File: config.mk
export PLATFORM = sky130hd
export DESIGN_NAME = tone_bank_sel
export DESIGN_NICKNAME = d
export VERILOG_FILES = /design/src/rtl/tone_bank_sel.sv
export SDC_FILE = /design/constraint.sdc
export NUM_CORES = 1
export LEC_CHECK = 0
export ABC_CLOCK_PERIOD_IN_PS = 3250
export BUFFER_PORTS_ARGS = -buffer_cell sky130_fd_sc_hd__buf_2
export CAP_MARGIN = 25
export CORE_MARGIN = 2
export CORE_UTILIZATION = 52
export DETAILED_ROUTE_END_ITERATION = 12
export GPL_ROUTABILITY_DRIVEN = 0
export PLACE_DENSITY = 0.83
export SLEW_MARGIN = 30
export SYNTH_ARGS = -nofsm -noshare
export SYNTH_HDL_FRONTEND = slang
export SYNTH_SLANG_ARGS = --single-unit
File: constraint.sdc
create_clock -name clk -period 3.25 [get_ports clk]
set_clock_uncertainty 0.2 [all_clocks]
set_input_delay 0.325 -clock clk [delete_from_list [all_inputs] [get_ports clk]]
set_output_delay 0.325 -clock clk [all_outputs]
set_load 0.005 [all_outputs]
File: src/rtl/tone_bank_sel.sv
module tone_bank_sel #(
  parameter int NRATE = 8,
  parameter int NSET  = 5,
  parameter int SELW  = 4,
  parameter int DW    = 32,
  parameter int AW    = 3,
  parameter logic [NSET*SELW-1:0] BASS_RST = {NSET{4'h6}},
  parameter logic [NSET*SELW-1:0] TREB_RST = {NSET{4'h6}},
  localparam int RW = $clog2(NRATE),
  localparam int PW = NSET*SELW
) (
  input  logic          clk,
  input  logic          rst_n,
  input  logic          wr_en,
  input  logic [AW-1:0] addr,
  input  logic [DW-1:0] wdata,
  output logic [DW-1:0] rdata,
  input  logic [RW-1:0] rate_code,
  input  logic          rate_valid,
  input  logic          frame_strobe,
  output logic [1:0]    active_bank,
  output logic [PW-1:0] bass_sel,
  output logic [PW-1:0] treble_sel
);
  localparam int NB = 3;
  localparam int MLSB = 8;

  logic             auto_mode;
  logic [1:0]       man_idx;
  logic [NRATE-1:0] mask [NB];
  logic [PW-1:0]    bass [NB];
  logic [PW-1:0]    treb [NB];
  logic [NB-1:0]    hit;
  logic [1:0]       pick;

  wire ctrl_wr = wr_en && (addr == AW'(0));

  always_ff @(posedge clk) begin
    if (!rst_n) begin
      auto_mode <= 1'b0;
      man_idx   <= 2'd0;
    end else if (ctrl_wr) begin
      auto_mode <= wdata[0];
      if (wdata[2:1] != 2'd3) man_idx <= wdata[2:1];
    end
  end

  always_ff @(posedge clk) begin
    for (int b = 0; b < NB; b++) begin
      if (!rst_n) begin
        mask[b] <= (b == 0) ? {NRATE{1'b1}} : '0;
        bass[b] <= (b == 0) ? BASS_RST : '0;
        treb[b] <= (b == 0) ? TREB_RST : '0;
      end else if (wr_en) begin
        if (addr == AW'(0)) mask[b] <= wdata[MLSB+b*NRATE +: NRATE];
        if (addr == AW'(1+2*b)) bass[b] <= wdata[PW-1:0];
        if (addr == AW'(2+2*b)) treb[b] <= wdata[PW-1:0];
      end
    end
  end

  genvar g;
  generate
    for (g = 0; g < NB; g++) begin : g_hit
      assign hit[g] = mask[g][rate_code];
    end
  endgenerate

  always_comb begin
    pick = 2'd0;
    for (int b = NB-1; b >= 0; b--)
      if (hit[b]) pick = 2'(b);
  end

  always_ff @(posedge clk) begin
    if (!rst_n)
      active_bank <= 2'd0;
    else if (frame_strobe) begin
      if (!auto_mode)      active_bank <= man_idx;
      else if (rate_valid) active_bank <= pick;
    end
  end

  assign bass_sel   = bass[active_bank];
  assign treble_sel = treb[active_bank];

  always_comb begin
    rdata = '0;
    if (addr == AW'(0)) begin
      rdata[0]   = auto_mode;
      rdata[2:1] = man_idx;
      for (int b = 0; b < NB; b++) rdata[MLSB+b*NRATE +: NRATE] = mask[b];
    end else begin
      for (int b = 0; b < NB; b++) begin
        if (addr == AW'(1+2*b)) rdata[PW-1:0] = bass[b];
        if (addr == AW'(2+2*b)) rdata[PW-1:0] = treb[b];
      end
    end
  end
endmodule

==> flow_summary.json <==
{
  "min_path_type": "in -> reg",
  "drv_slew": 0,
  "wire_per_inst_microns": 21.50,
  "dr.first_iter.drc_count": 784,
  "clock-sinks": 151,
  "die-area_sq_um": 16130,
  "die-height_microns": 127.0,
  "yosysTopAreaCellShare": 0.5498,
  "post-cts-setup-buffer-count": 0,
  "status": "finished clean",
  "cts-root-buf": "clkbuf_16",
  "io_buffers": 116,
  "synthesis.area_sq_um": 7865,
  "synth_edf_count": 144,
  "async_flop_share": 0,
  "routed_via_density": 6.037,
  "r2r_cells": 4,
  "ys_warn_count": 0,
  "cts-htree-levels": 4,
  "ctsResizeCount": 0,
  "synth_area_per_cell_sq_um": 11.50,
  "syn_nets": 727,
  "crit_path_max_fanout": 18,
  "io_pins": 117,
  "clk_latency_ns": 0.43,
  "die_w_microns": 127.0,
  "tightest_slew_ns": 0.9226,
  "grt_pass1_wl_mm": 33.52,
  "max_stage_delay_ns": 0.37,
  "yosysSeqAreaShare": 0.5676,
  "synth_cell_type_count": 32,
  "gr-total-overflow": 0,
  "tns_ns": 0,
  "hold_depth": 2,
  "antenna_found_initial": 2,
  "crit_path_cell_trace": "buf_2, buf_4, nor2b_1, buf_4, nand2_1, o21ai_0, a221o_1, buf_2",
  "vdd_drop_max_uv": 375.2,
  "hold_buffers": 12,
  "core_area_sq_um": 14640,
  "syn_to_final_growth_pct": 20.57,
  "rsz0062_at_grt": "false",
  "dr.pass1.iters": 5,
  "crit_type": "in -> out",
  "period_minus_slack_ns": 2.565,
  "grt_use_total": 0.2741,
  "synth_top_area_cell": "edfxtp_1",
  "most-common-layout-cells": "edfxtp_1 (144), and2_1 (128), buf_2 (116)",
  "drt_wl_total_mm": 21.78,
  "core.rowCount": 44,
  "drv_cap": 0,
  "hold_end": "bass[0][5]",
  "r2r_slack_ns": 1.31,
  "fillers": 1094,
  "grt_pass1_vias": 6157,
  "ys_ff_latch": 151,
  "powerDensity_nw_per_um2": 512.0,
  "clock_path_buffers": 2,
  "leakagePower_nw": 3.654,
  "final_layout_size_suffix_gt1_frac": 0.2576,
  "path_clk_slew_ns": 0.06,
  "worstPathArrival_ns": 2.04,
  "timing.fmax_mhz": 389.9,
  "setup_violations": 0,
  "ant_nets": 0,
  "cts_tree": "built",
  "synthCells": 684,
  "hp-start": "wdata[5]",
  "layout.nets": 858,
  "crit_path_start_kind": "input port",
  "grt_max_degree": 81,
  "synth.area.top_cells": "edfxtp_1 (55%), and2_1 (10%), mux2i_1 (7.6%), o21ai_0 (4.0%), nand2_1 (3.5%)",
  "routed-via-count": 6115,
  "period_share": 0.7891,
  "synth_flop_cell": "edfxtp_1",
  "reg2reg_from": "mask[1][5]",
  "drc": 0,
  "final_common_cell": "edfxtp_1",
  "fin_util": 0.6476,
  "crit_required_ns": 2.72,
  "multiInputGateArea_sq_um": 3231,
  "endpoint_kind": "primary output",
  "dpl.hpwl_mm": 14.63,
  "seqCellArea_sq_um": 4467,
  "cts-buffers-inserted": 17,
  "initial_core_util": 0.5371,
  "cpMaxStageDelayCell": "buf_2",
  "relSlewSlack": 0.3802,
  "hold_viol": 0
}
-- how the worst max path moves through the flow --
stage | startpoint | end | slack, ns | cells past startpoint
after floorplan | addr[2] | treb[1][0] | 0.07 | 4
after global placement | addr[0] | bass[2][12] | 0.77 | 5
after detailed placement | addr[0] | bass[2][12] | 0.71 | 5
after CTS | register | treble_sel[0] | 0.70 | 4
after global routing | addr[0] | rdata[12] | 0.57 | 8
final | addr[0] | rdata[8] | 0.69 | 8
-- stage by stage --
stage	std cells	setup WS, ns	cell area, sq um	total power, mW	hold WS (ns)
final	1013	0.6854	9483	4.855	0.02888
after global routing	1013	0.5661	9483	4.989	0.02943
after CTS	1011	0.6966	9478	4.853	0.01922
after detailed placement	968	0.7055	8795	2.970	0.3157
after global placement	968	0.7715	8795	2.944	0.2942
after floorplan	684	0.07018	7865	2.675	0.2336
-- flip-flops by register name, indices dropped and copies added, names as in the netlist, named ones only --
signal,cells
auto_mode,1
active_bank,2
man_idx,2
bass,60
mask,24
treb,60
-- power breakdown --
group	switching [mW]	total, mW	leakage (nW)	internal, mW
registers	0.0785	2.34	1.46	2.26
logic	0.346	0.614	1.92	0.267
clock network	0.782	1.90	0.273	1.12
-- cell type report --
cell class	count	area share
diodes	2	0.0005278
clock buffers	18	0.04526
clock inverters	13	0.01412
inverters	1	0.0003958
multi-input cells	480	0.3407
flip-flops and latches	151	0.4710
well taps	184	0.02428
repair buffers	164	0.1037
-- critical path: cells and delay by family --
| kind | cells | cell delay (ns) |
|---|---|---|
| AOI/OAI and AO/OA | 2 | 0.31 |
| buffers and inverters | 4 | 1.09 |
| and+or+nand+nor | 2 | 0.29 |
-- cell usage after synthesis (7+ instances only) --
master    instances
a221o_1          15
and2_1          128
nand2_1          74
nand2b_1         31
buf_2             9
nor2_1           35
mux2_2           18
dfxtp_1           7
o21ai_0          63
mux2i_1          60
clkbuf_1         38
edfxtp_1        144
a22oi_1          15
-- per-layer routing --
layer | track usage | share of wire
met1 | 0.3293 | 0.36
met2 | 0.4665 | 0.52
met3 | 0.06323 | 0.085
met4 | 0.1364 | 0.034
met5 | 0 | 0
-- kinds of logic (layout without fill, tap and decap cells) --
| family | after synthesis | in the layout | synth area share |
|---|---|---|---|
| mux | 84 | 84 | 0.1203 |
| other cells | 0 | 2 | 0 |
| simple gates | 280 | 280 | 0.1874 |
| buf+inv | 53 | 196 | 0.02768 |
| flops | 151 | 151 | 0.5676 |
| compound gates | 116 | 116 | 0.09704 |
No activity file was read; power rests on OpenSTA's default activity.
